<file path="src/rtl/can_err_ovl_pkg.sv">
package can_err_ovl_pkg;
  typedef enum logic [3:0] {
    ST_IDLE      = 4'd0,
    ST_FRAME     = 4'd1,
    ST_ERR_FLAG  = 4'd2,
    ST_ERR_WAIT  = 4'd3,
    ST_ERR_DELIM = 4'd4,
    ST_INTERM    = 4'd5,
    ST_SUSPEND   = 4'd6,
    ST_OVL_FLAG  = 4'd7,
    ST_OVL_WAIT  = 4'd8,
    ST_OVL_DELIM = 4'd9,
    ST_BUSOFF    = 4'd10
  } seq_state_t;
endpackage

</file>
<file path="src/rtl/seq_bit_counter.sv">
module seq_bit_counter #(
  parameter int W = 5
) (
  input  logic         clk,
  input  logic         rst,
  input  logic         en,
  input  logic         clr,
  output logic [W-1:0] q
);
  always_ff @(posedge clk) begin
    if (rst)      q <= '0;
    else if (en)  q <= clr ? '0 : q + 1'b1;
  end
endmodule

</file>
<file path="src/rtl/busoff_recovery.sv">
module busoff_recovery #(
  parameter int RUN_BITS  = 11,
  parameter int RUN_COUNT = 128
) (
  input  logic clk,
  input  logic rst,
  input  logic clr,
  input  logic en,
  input  logic rx_bit,
  output logic done
);
  localparam int RW = $clog2(RUN_BITS + 1);
  localparam int OW = $clog2(RUN_COUNT + 1);
  localparam logic [RW-1:0] RUN_LAST = RW'(RUN_BITS - 1);
  localparam logic [OW-1:0] OCC_LAST = OW'(RUN_COUNT - 1);

  logic [RW-1:0] run_q;
  logic [OW-1:0] occ_q;

  always_ff @(posedge clk) begin
    if (rst || clr) begin
      run_q <= '0;
      occ_q <= '0;
    end else if (en) begin
      if (!rx_bit) begin
        run_q <= '0;
      end else if (run_q == RUN_LAST) begin
        run_q <= '0;
        occ_q <= occ_q + 1'b1;
      end else begin
        run_q <= run_q + 1'b1;
      end
    end
  end

  assign done = en && rx_bit && (run_q == RUN_LAST) && (occ_q == OCC_LAST);
endmodule

</file>
<file path="src/rtl/can_err_ovl_seq.sv">
module can_err_ovl_seq
  import can_err_ovl_pkg::*;
#(
  parameter int FLAG_BITS    = 6,
  parameter int DELIM_BITS   = 8,
  parameter int INTERM_BITS  = 3,
  parameter int SUSPEND_BITS = 8,
  parameter int RUN_BITS     = 11,
  parameter int RUN_COUNT    = 128
) (
  input  logic       clk,
  input  logic       rst,
  input  logic       bit_tick,
  input  logic       rx_bit,
  input  logic       err_pulse,
  input  logic       eof_done,
  input  logic       err_passive,
  input  logic       busoff_enter,
  output logic       tx_bit,
  output logic [3:0] ifs_code
);
  localparam int CW = $clog2(FLAG_BITS + DELIM_BITS + INTERM_BITS + SUSPEND_BITS + 1);
  localparam logic [CW-1:0] FLAG_LAST   = CW'(FLAG_BITS - 1);
  // first delimiter bit is consumed by the wait phase
  localparam logic [CW-1:0] DELIM_LAST  = CW'(DELIM_BITS - 2);
  localparam logic [CW-1:0] INTERM_LAST = CW'(INTERM_BITS - 1);
  localparam logic [CW-1:0] SUSP_LAST   = CW'(SUSPEND_BITS - 1);

  seq_state_t    state_q, state_n;
  logic [CW-1:0] cnt;
  logic          recov_done;
  logic          in_flag;

  assign in_flag = (state_q == ST_ERR_FLAG) || (state_q == ST_OVL_FLAG);

  seq_bit_counter #(.W(CW)) u_cnt (
    .clk (clk),
    .rst (rst),
    .en  (bit_tick),
    .clr (state_n != state_q),
    .q   (cnt)
  );

  busoff_recovery #(.RUN_BITS(RUN_BITS), .RUN_COUNT(RUN_COUNT)) u_recov (
    .clk    (clk),
    .rst    (rst),
    .clr    (state_q != ST_BUSOFF),
    .en     (bit_tick && (state_q == ST_BUSOFF)),
    .rx_bit (rx_bit),
    .done   (recov_done)
  );

  always_comb begin
    state_n = state_q;
    if (bit_tick) begin
      if (busoff_enter && state_q != ST_BUSOFF) begin
        state_n = ST_BUSOFF;
      end else if (err_pulse && !in_flag && state_q != ST_BUSOFF) begin
        state_n = ST_ERR_FLAG;
      end else begin
        unique case (state_q)
          ST_IDLE:      if (!rx_bit) state_n = ST_FRAME;
          ST_FRAME:     if (eof_done) state_n = ST_INTERM;
          ST_ERR_FLAG:  if (cnt == FLAG_LAST) state_n = ST_ERR_WAIT;
          ST_OVL_FLAG:  if (cnt == FLAG_LAST) state_n = ST_OVL_WAIT;
          ST_ERR_WAIT:  if (rx_bit) state_n = ST_ERR_DELIM;
          ST_OVL_WAIT:  if (rx_bit) state_n = ST_OVL_DELIM;
          ST_ERR_DELIM, ST_OVL_DELIM: begin
            if (!rx_bit)                state_n = ST_ERR_FLAG;
            else if (cnt == DELIM_LAST) state_n = ST_INTERM;
          end
          ST_INTERM: begin
            if (!rx_bit)
              state_n = (cnt == INTERM_LAST) ? ST_FRAME : ST_OVL_FLAG;
            else if (cnt == INTERM_LAST)
              state_n = err_passive ? ST_SUSPEND : ST_IDLE;
          end
          ST_SUSPEND: begin
            if (!rx_bit)               state_n = ST_FRAME;
            else if (cnt == SUSP_LAST) state_n = ST_IDLE;
          end
          ST_BUSOFF:    if (recov_done) state_n = ST_IDLE;
          default:      state_n = ST_IDLE;
        endcase
      end
    end
  end

  always_ff @(posedge clk) begin
    if (rst) state_q <= ST_IDLE;
    else     state_q <= state_n;
  end

  assign tx_bit   = !in_flag;
  assign ifs_code = state_q;
endmodule

</file>
<file path="config.mk">
export PLATFORM = sky130hd
export DESIGN_NAME = can_err_ovl_seq
export DESIGN_NICKNAME = d
export VERILOG_FILES = /design/src/rtl/can_err_ovl_pkg.sv /design/src/rtl/seq_bit_counter.sv /design/src/rtl/busoff_recovery.sv /design/src/rtl/can_err_ovl_seq.sv
export SDC_FILE = /design/constraint.sdc
export NUM_CORES = 1
export LEC_CHECK = 0
export ABC_AREA = 1
export CAP_MARGIN = 40
export CORE_ASPECT_RATIO = 1.2
export CORE_MARGIN = 2
export CORE_UTILIZATION = 55
export CTS_CLUSTER_DIAMETER = 40
export DETAILED_ROUTE_END_ITERATION = 7
export DONT_BUFFER_PORTS = 1
export PLACE_DENSITY = 0.7
export SETUP_SLACK_MARGIN = 0.4
export SYNTH_ARGS = -nofsm -noshare
export SYNTH_HDL_FRONTEND = slang
export SYNTH_SLANG_ARGS = --single-unit
</file>
<file path="constraint.sdc">
create_clock -name clk -period 2.4 [get_ports clk]
set_clock_uncertainty 0.15 [all_clocks]
set_input_delay 0.36 -clock clk [delete_from_list [all_inputs] [get_ports clk]]
set_output_delay 0.36 -clock clk [all_outputs]
set_load 0.01 [all_outputs]
</file>
### After elaboration in Yosys (flattened, before gate mapping)

Index checks and enable logic that the tools add are counted.

| storage, ports and cells | value |
|---|---|
| output and inout bits | 5 |
| bits in registers | 21 |
| word-level logic and storage cells | 60 |

| cells by class | value |
|---|---|
| eq/ne operators | 18 |
| add/subtract/negate cells | 3 |
| muxes and demuxes | 22 |
| reduce and logical (&&, ||, !) cells | 13 |

Operator list:

| kind | count |
|---|---|
| two-way mux 4 bit | 18 |
| case mux 4 bit (10 select lines) | 1 |
| equality test 4 x 3 -> 1 bit, second input constant | 4 |
| equality test 4 bit, second input constant | 4 |
| equality test 5 x 3 -> 1 bit, second input constant | 3 |
| adder 8 x 1 -> 8 bit, second input constant | 1 |
| equality test 4 x 2 -> 1 bit, second input constant | 2 |
| equality test 8 x 7 -> 1 bit, second input constant | 1 |
| logical AND 1 bit | 7 |
| two-way mux 3 bit | 2 |
| adder 5 x 1 -> 5 bit, second input constant | 1 |
| equality test 5 x 2 -> 1 bit, second input constant | 1 |
| two-way mux 5 bit | 1 |
| adder 4 x 1 -> 4 bit, second input constant | 1 |
| equality test 4 x 1 -> 1 bit, second input constant | 1 |
| logical NOT 4 bit | 1 |
| inequality test 4 bit | 1 |
| inequality test 4 bit, second input constant | 1 |
| AND reduction 3 bit | 1 |
| logical OR 1 bit | 2 |
| OR reduction 2 bit | 1 |
| logical NOT 1 bit | 1 |

### Longest topological paths before layout

Gate-level depths: netlist of run 1.

| depth | value |
|---|---|
| word-level depth | 12 |
| gate-level depth with buffers | 17 |
| depth with buffers taken out | 17 |

### Hierarchy

A second synthesis of run 1 with hierarchy kept.

| unflattened totals | value |
|---|---|
| cell total of the unflattened synthesis | 258 |
| area total of the unflattened synthesis | 1560.2 sq um |

By module, submodules not included:

| module | cells each | area an instance (sq um) | instances | seq. area each (sq um) |
|---|---|---|---|---|
| busoff_recovery | 91 | 665.6 | 1 | 240.2 |
| can_err_ovl_seq | 134 | 660.6 | 1 | 80.1 |
| seq_bit_counter | 33 | 234.0 | 1 | 100.1 |

### Worst setup path after synthesis of run 1

Ideal clock, no wire load.

| timing path | value |
|---|---|
| path kind | reg2reg |
| start | reg state_q[2], in the netlist ifs_code[2] |
| end | reg u_cnt.q[0] |
| required time | 2.185 ns |
| buffers on the path | 1 |
| path slack | 0.503 ns |
| cell stages (with the launch flop) | 14 |
| arrival | 1.682 ns |
| cells stage by stage | dfxtp_1 buf_2 nand2_1 nor2_1 a21oi_2 nand3_1 nand2_1 nor2_4 nand2_1 nand3_1 nand2_1 nor2_2 nand3_2 nor2_1 |

RTL lines:

| element | RTL line | RTL |
|---|---|---|
| start, declared | can_err_ovl_seq.sv:29 | `seq_state_t state_q, state_n;` |
| start signal, assigned | can_err_ovl_seq.sv:91 | `else state_q <= state_n;` |
| equality test 4 x 2 -> 1 bit or equality test 4 x 3 -> 1 bit (tied branches) | can_err_ovl_seq.sv:34 | `assign in_flag = (state_q == ST_ERR_FLAG) \|\| (state_q == ST_OVL_FLAG);` |
| logical OR 1 bit * | can_err_ovl_seq.sv:34 |  |
| logical NOT 1 bit * | -- |  |
| via tx_bit | can_err_ovl_seq.sv:19 | `output logic tx_bit,` |
| logical AND 1 bit * (2 in series) | can_err_ovl_seq.sv:58 | `end else if (err_pulse && !in_flag && state_q != ST_BUSOFF) begin` |
| two-way mux 4 bit * | can_err_ovl_seq.sv:58 |  |
| two-way mux 4 bit * | can_err_ovl_seq.sv:56 | `if (busoff_enter && state_q != ST_BUSOFF) begin` |
| two-way mux 4 bit * | can_err_ovl_seq.sv:55 | `if (bit_tick) begin` |
| inequality test 4 bit * | can_err_ovl_seq.sv:40 | `.clr (state_n != state_q),` |
| two-way mux 5 bit * | seq_bit_counter.sv:12 | `else if (en) q <= clr ? '0 : q + 1'b1;` |
| end signal, assigned | seq_bit_counter.sv:12 |  |
| end, declared | seq_bit_counter.sv:8 | `output logic [W-1:0] q` |

Mark *: on every way through the listed nets, which the timed path passes. The rest lies on a longest branch.
A chain may end at the register's enable or synchronous reset.

### Worst setup path in the final report of run 1

| timing path | value |
|---|---|
| start | reg state_q[1], in the netlist ifs_code[1] |
| end | reg u_cnt.q[0] |

| between the ends | value |
|---|---|
| longest elaborated chain between the ends | 12 |

RTL lines:

| element | RTL line | RTL |
|---|---|---|
| equality test 4 bit | can_err_ovl_seq.sv:48, can_err_ovl_seq.sv:61 |  |
| logical AND 1 bit | can_err_ovl_seq.sv:48 | `.en (bit_tick && (state_q == ST_BUSOFF)),` |
| logical AND 1 bit (3 in series) | busoff_recovery.sv:36 | `assign done = en && rx_bit && (run_q == RUN_LAST) && (occ_q == OCC_LAST);` |
| two-way mux 4 bit | can_err_ovl_seq.sv:82 | `ST_BUSOFF: if (recov_done) state_n = ST_IDLE;` |
| case mux 4 bit (10 select lines) | can_err_ovl_seq.sv:61 | `unique case (state_q)` |
| two-way mux 4 bit | can_err_ovl_seq.sv:58 |  |
| two-way mux 4 bit | can_err_ovl_seq.sv:56 |  |
| two-way mux 4 bit | can_err_ovl_seq.sv:55 |  |
| inequality test 4 bit * | can_err_ovl_seq.sv:40 |  |
| two-way mux 5 bit * | seq_bit_counter.sv:12 |  |

Every way passes the cells marked *; elsewhere a longest branch is shown, timed or not.

==> flow_summary_export.csv, run 1 <==
group,metric,value,unit
final_layout,multi_input_area,1081,sq um
yosys,yosys-top-cells-area,"dfxtp_1 27%, nand2_1 15%, nor2_1 9.5%",
final_layout,fin_nets,275,
routing,routed-wl-met2,2.130,mm
min_path,min_from,"bit_tick",
clock_tree,cts_root_buffer,"clkbuf_4",
routing,routed-wl-met3,192,um
timing,fin_crit,2.076,ns
global_route,grt_max_degree,14,
min_path,min_path_type,"primary input to register",
yosys,ys_seq_elements,21,
power,p_per_area,377.7,nW/um^2
timing,timing.setup.tns,0,ns
setup_path,reg2reg_depth,14,
yosys,synthArstFlopShare,0,%
setup_path,rrSetupSlack,0.32,ns
clock_tree,cts_buffers,3,
floorplan,design.die.area,3229,sq um
yosys,seq_area_frac_synth,27.41,%
yosys,netlist.top_cell.by_area,"dfxtp_1",
routing,wl_per_cell,13.71,um
status,status,"completed",
yosys,synth_fp_nets,254,
routing,firstDrtPassIters,4,
floorplan,core,2733,sq um
power,p_leak,0.7559,nW
yosys,yosysWarningCount,0,
global_route,grt_pass1_vias,1318,
min_path,min_path_cells,2,
global_route,grt_use_total,23.04,%
final_layout,diodes,0,
floorplan,die_x,52.21,um
global_route,grt_pass1_wl,5.547,mm
timing,fin_crit_sh,86.51,%
placement,post-dp-hpwl,2.617,mm
flow_run,cap_violations,0,
yosys,synth-compound-area-share,12.40,%
routing,via_per_inst,5.503,
yosys,synth_edf_count,0,
clock_tree,clockBufferDepth,2,
routing,routed_wirelength,4.031,mm
final_layout,fillers,243,
floorplan,rows,21,
setup_path,start_kind,"register",
timing,worst_pin_slew,0.3156,ns
timing,finalHoldViolCount,0,
setup_path,cp_data_arrival_time,2.16,ns
yosys,synth_flop_cell,"dfxtp_1",
timing,setup_violations,0,
setup_path,r2r-start,"ifs_code[1]$_SDFF_PP0_",
timing,maxSlewViolCount,0,
power,ir_drop,0.0003401,V
yosys,avgSynthCellArea,6.392,sq um
placement,port_buffers,0,
setup_path,path_class,"register to register",
setup_path,crit_fanout,5,
yosys,synth.most_common_cell,"nand2_1",
global_route,overflow,0,
floorplan,start_util,56.14,%
setup_path,required,2.48,ns
clock_tree,cts_tree,"done",
routing,initialDrtViolationCount,69,
min_path,whs_endpoint,"u_cnt.q[0]$_SDFFE_PP0P_",
yosys,synth-xor-area-share,2.855,%
yosys,synth_top_family_by_area,"simple AND/OR/NAND/NOR gates",
clock_tree,numClockSinks,21,
yosys,yosys.area_share.simple,43.96,%
floorplan,io_pins,13,
yosys,synth_top_area_share,27.41,%
yosys,synthAdderAreaFrac,4.894,%
clock_tree,htreeDepth,1,
timing,worst_hold_slack,0.07009,ns
final_layout,layout-drive-gt1-share,30.38,%
clock_tree,clkTransAtPathRegs,0.11,ns
routing,wl_met1,1.614,mm
clock_tree,clock_latency,0.29,ns
floorplan,die_y,61.85,um
yosys,netlist_instances,240,
timing,rsz0062_at_grt,"yes",
routing,antenna_left,0,
yosys,synth.area.mux_share,0,%
routing,vias,1618,
placement,place.gp.congestion,0.8746,
final_layout,areaGrowthSynthToFinish,22.10,%
yosys,ys_types,31,
timing,relSlewSlack,78.77,%
yosys,synth_common_cells,"62 x nand2_1, 39 x nor2_1, 21 x dfxtp_1",
timing,max_clock_freq,0.4816,GHz
placement,pre_cts_slack,0.2448,ns
yosys,syn-cell-area,1534,sq um
routing,highest_layer,"met4",
final_layout,seqCellArea,442.9,sq um
setup_path,cp-end-kind,"register",
setup_path,reg2reg_to,"u_cnt.q[0]$_SDFFE_PP0P_",
global_route,grt_antenna_before_repair,0,
timing,fin_ws,0.3237,ns
routing,drc,0,
stage by stage:
| stage | cell area [sq um] | power (mW) | cells | util [%] |
|---|---|---|---|---|
| 6_report | 1873 | 0.7074 | 294 | 68.54 |
| 5_1_grt | 1873 | 0.7421 | 294 | 68.54 |
| 4_1_cts | 1628 | 0.6606 | 277 | 59.57 |
| 3_5_place_dp | 1565 | 0.4924 | 272 | 57.28 |
| 3_3_place_gp | 1565 | 0.4918 | 272 | 57.28 |
| 2_1_floorplan | 1534 | 0.4754 | 240 | - |
flip-flops by register name, summed over array words and instances (netlist names):
| register | count |
|---|---|
| u_recov.occ_q | 8 |
| u_cnt.q | 5 |
| ifs_code | 4 |
| u_recov.run_q | 4 |
how the worst max path moves through the flow:
stage / from / end / slack (ns) / depth (start not counted)
final: ifs_code[1]$_SDFF_PP0_ / u_cnt.q[0]$_SDFFE_PP0P_ / 0.32 / 14
after global routing: ifs_code[1]$_SDFF_PP0_ / u_cnt.q[0]$_SDFFE_PP0P_ / 0.19 / 14
after CTS: ifs_code[1]$_SDFF_PP0_ / u_cnt.q[1]$_SDFFE_PP0P_ / 0.40 / 12
after detailed placement: ifs_code[0]$_SDFF_PP0_ / u_cnt.q[1]$_SDFFE_PP0P_ / 0.24 / 12
after global placement: ifs_code[0]$_SDFF_PP0_ / u_cnt.q[1]$_SDFFE_PP0P_ / 0.30 / 14
after floorplan: ifs_code[2]$_SDFF_PP0_ / u_cnt.q[0]$_SDFFE_PP0P_ / 0.50 / 13
cells in the final DEF, fill, tap and decap left out, types with 2 or more instances in the layout:
| master | count |
|---|---|
| nand2_1 | 57 |
| inv_1 | 15 |
| xor2_1 | 4 |
| o21ai_0 | 11 |
| nand3_2 | 6 |
| nand3b_1 | 2 |
| clkbuf_4 | 3 |
| buf_4 | 20 |
| nand3_1 | 16 |
| inv_6 | 2 |
| a21oi_1 | 17 |
| nor2_2 | 9 |
| inv_2 | 5 |
| ha_1 | 4 |
| dfxtp_4 | 6 |
| nor2_1 | 30 |
| dfxtp_1 | 15 |
| ha_4 | 2 |
| nand4_1 | 3 |
| nor2_4 | 6 |
| nand2_2 | 11 |
what timing repair did:
| item | CTS | global route |
|---|---|---|
| endpoints found under the setup margin | 7 | 8 |
| endpoints found under the hold margin | 4 | 0 |
| buffers inserted | 0 | 17 |
| pin swaps | 0 | 19 |
| hold buffers | 1 | 0 |
| resized for setup | 13 | 32 |
final cells by class:
type                            instances  area share, %
Timing Repair Buffer                   22          9.619
Multi-Input combinational cell        190          57.72
Inverter                               23          5.277
Sequential cell                        21          23.65
Tap cell                               34          2.271
Clock buffer                            3          1.202
Clock inverter                          1         0.2672
kinds of logic (layout without fill, tap and decap cells):
| kind of cell | count (synthesis) | count (layout) |
|---|---|---|
| DFF | 21 | 21 |
| AOI/OAI and AO/OA | 34 | 34 |
| adders and majority gates | 6 | 6 |
| buffers and inverters | 29 | 49 |
| and+or+nand+nor | 145 | 145 |
| xor gates and xnor gates | 5 | 5 |
metal layers:
metal | track usage [%] | vias up
li1 | - | 818
met1 | 25.19 | 722
met2 | 44.85 | 65
met3 | 3.828 | 13
met4 | 8.059 | 0
met5 | 0 | -
critical path: stages (launching register included):
cell     delay [ns]
dfxtp_4        0.39
buf_4          0.17
nor2_1         0.22
nand2_1        0.12
nand2_1        0.11
a21oi_1        0.10
nand2_1        0.08
nand2_1        0.05
nand2_1        0.08
nand2_1        0.08
nand3_1        0.07
nand2_1        0.06
nor2_2         0.11
nand3_2        0.12
nor2_1         0.12
power by group:
group | total [mW] | internal (mW) | switching, mW
clock | 0.164 | 0.0620 | 0.102
sequential | 0.369 | 0.353 | 0.0165
combinational | 0.174 | 0.0764 | 0.0979
(Power assumes the default switching activity.)
==> run 2, diff against run 1 <==
Settings changed: CTS_BUF_LIST set to sky130_fd_sc_hd__clkbuf_2.
==> flow_summary_export.csv, run 2 (synthesis results as in run 1) <==
group,metric,value,unit
timing,max_clock_freq,0.4961,GHz
final_layout,largest_registers,"u_recov.occ_q x8, u_cnt.q x5",
routing,initialDrtViolationCount,50,
global_route,grt_pass1_wl,5.568,mm
timing,rsz0062_at_grt,"yes",
power,p_per_area,365.5,nW/um^2
clock_tree,htreeDepth,1,
routing,vias,1617,
setup_path,crit_fanout,5,
placement,port_buffers,0,
timing,worst_hold_slack,0.03849,ns
global_route,grt_use_total,23.14,%
routing,routed-wl-met3,180,um
routing,wl_per_cell,13.58,um
clock_tree,cts_buffers,3,
final_layout,diodes,0,
routing,wl_met1,1.599,mm
flow_run,cap_violations,0,
clock_tree,cts_root_buffer,"clkbuf_2",
floorplan,design.die.area,3229,sq um
final_layout,final_common_cell,"nand2_1",
timing,relSlewSlack,78.69,%
routing,drc,0,
status,status,"completed",
final_layout,fin_nets,281,
timing,finalHoldViolCount,0,
final_layout,top_register,"u_recov.occ_q",
floorplan,io_pins,13,
floorplan,start_util,56.14,%
global_route,grt_pass1_vias,1320,
min_path,min_path_type,"primary input to register",
setup_path,rrSetupSlack,0.38,ns
setup_path,start_kind,"register",
final_layout,layout-drive-gt1-share,32.71,%
final_layout,largest_reg_flops,8,
routing,via_per_inst,5.390,
final_layout,areaGrowthSynthToFinish,24.88,%
routing,routed_wirelength,4.075,mm
global_route,overflow,0,
global_route,grt_max_degree,14,
power,power,0.7002,mW
setup_path,cp_data_arrival_time,2.14,ns
final_layout,mostFrequentLayoutCells,"57 x nand2_1, 29 x nor2_1, 25 x buf_4",
routing,antenna_left,0,
timing,maxSlewViolCount,0,
floorplan,die_y,61.85,um
timing,setup_violations,0,
power,ir_drop,0.0003215,V
floorplan,core,2733,sq um
floorplan,rows,21,
global_route,grt_antenna_before_repair,0,
floorplan,die_x,52.21,um
clock_tree,cts_tree,"done",
routing,firstDrtPassIters,4,
final_layout,fillers,242,
setup_path,path_class,"register to register",
clock_tree,clock_latency,0.31,ns
clock_tree,clockBufferDepth,2,
timing,timing.setup.tns,0,ns
timing,worst_pin_slew,0.3168,ns
timing,fin_crit_sh,83.99,%
placement,post-dp-hpwl,2.617,mm
power,p_leak,0.7814,nW
clock_tree,numClockSinks,21,
timing,fin_crit,2.016,ns
placement,place.gp.congestion,0.8746,
setup_path,cp-end-kind,"register",
routing,highest_layer,"met4",
routing,routed-wl-met2,2.179,mm
clock_tree,clkTransAtPathRegs,0.20,ns
setup_path,required,2.52,ns
## run 2: cell types whose count changed in the layout (fill, tap and decap cells not counted)
cell / change
buf_12: -1
buf_4: +5
buf_6: +1
clkbuf_2: +4
clkbuf_4: -3
nor2_1: -1
nor2_2: -1
nor2_4: +2
o21ai_1: -1
o21ai_2: +1
## run 2: final timing paths
kind,endpoint,cells after the start,from
setup / recovery,u_cnt.q[3]$_SDFFE_PP0P_,14,u_cnt.q[1]$_SDFFE_PP0P_
hold / removal,u_cnt.q[1]$_SDFFE_PP0P_,3,bit_tick
setup reg to reg,u_cnt.q[3]$_SDFFE_PP0P_,14,u_cnt.q[1]$_SDFFE_PP0P_
hold reg to reg,u_recov.occ_q[7]$_SDFFE_PP0P_,1,u_recov.occ_q[7]$_SDFFE_PP0P_
## run 2: final cells by class
type                            instances  area, sq um  area share [%]
Sequential cell                        21        442.9           23.12
Tap cell                               34        42.54           2.221
Inverter                               23        98.84           5.160
Timing Repair Buffer                   28        214.0           11.17
Clock inverter                          1        5.005          0.2613
Clock buffer                            3        15.01          0.7838
Multi-Input combinational cell        190         1097           57.28
## run 2: per-stage QoR
stage          instance area [sq um]  instances  util, %  setup WS (ns)
3_3_place_gp                    1565        272    57.28         0.3021
4_1_cts                         1630        277    59.66         0.4063
2_1_floorplan                   1534        240        -         0.5033
6_report                        1916        300    70.10         0.3844
3_5_place_dp                    1565        272    57.28         0.2448
5_1_grt                         1916        300    70.10         0.2296
## run 2: what timing repair did
action | CTS | global route
pin swaps | 1 | 21
hold endpoints to repair | 4 | 0
hold buffers | 1 | 0
gates resized for setup | 15 | 35
setup endpoints to repair | 7 | 9
buffers inserted | 0 | 23
## run 2: layer usage
| layer | vias to the layer above | track usage [%] |
|---|---|---|
| met2 | 52 | 44.67 |
| met4 | 0 | 9.158 |
| met1 | 717 | 25.63 |
| li1 | 830 | - |
| met5 | - | 0 |
| met3 | 18 | 3.110 |
## run 2: where the power goes
part	internal [mW]	leakage, nW	switching, mW	total (mW)
logic	0.0843	0.591	0.103	0.188
registers	0.353	0.174	0.0150	0.368
clock network	0.0378	0.0164	0.106	0.144
## run 2: critical path: stages (launching register included)
cell and delay, ns:
dfxtp_4 0.42, inv_1 0.07, ha_1 0.15, nand3_2 0.12, nand2_2 0.13, nand3_1 0.10, nor2_1 0.15, nand3_2 0.08
nand2_2 0.09, nand2_1 0.05, nand2_1 0.05, nand2_1 0.06, nor2_2 0.11, nand3_2 0.13, nor2_1 0.12
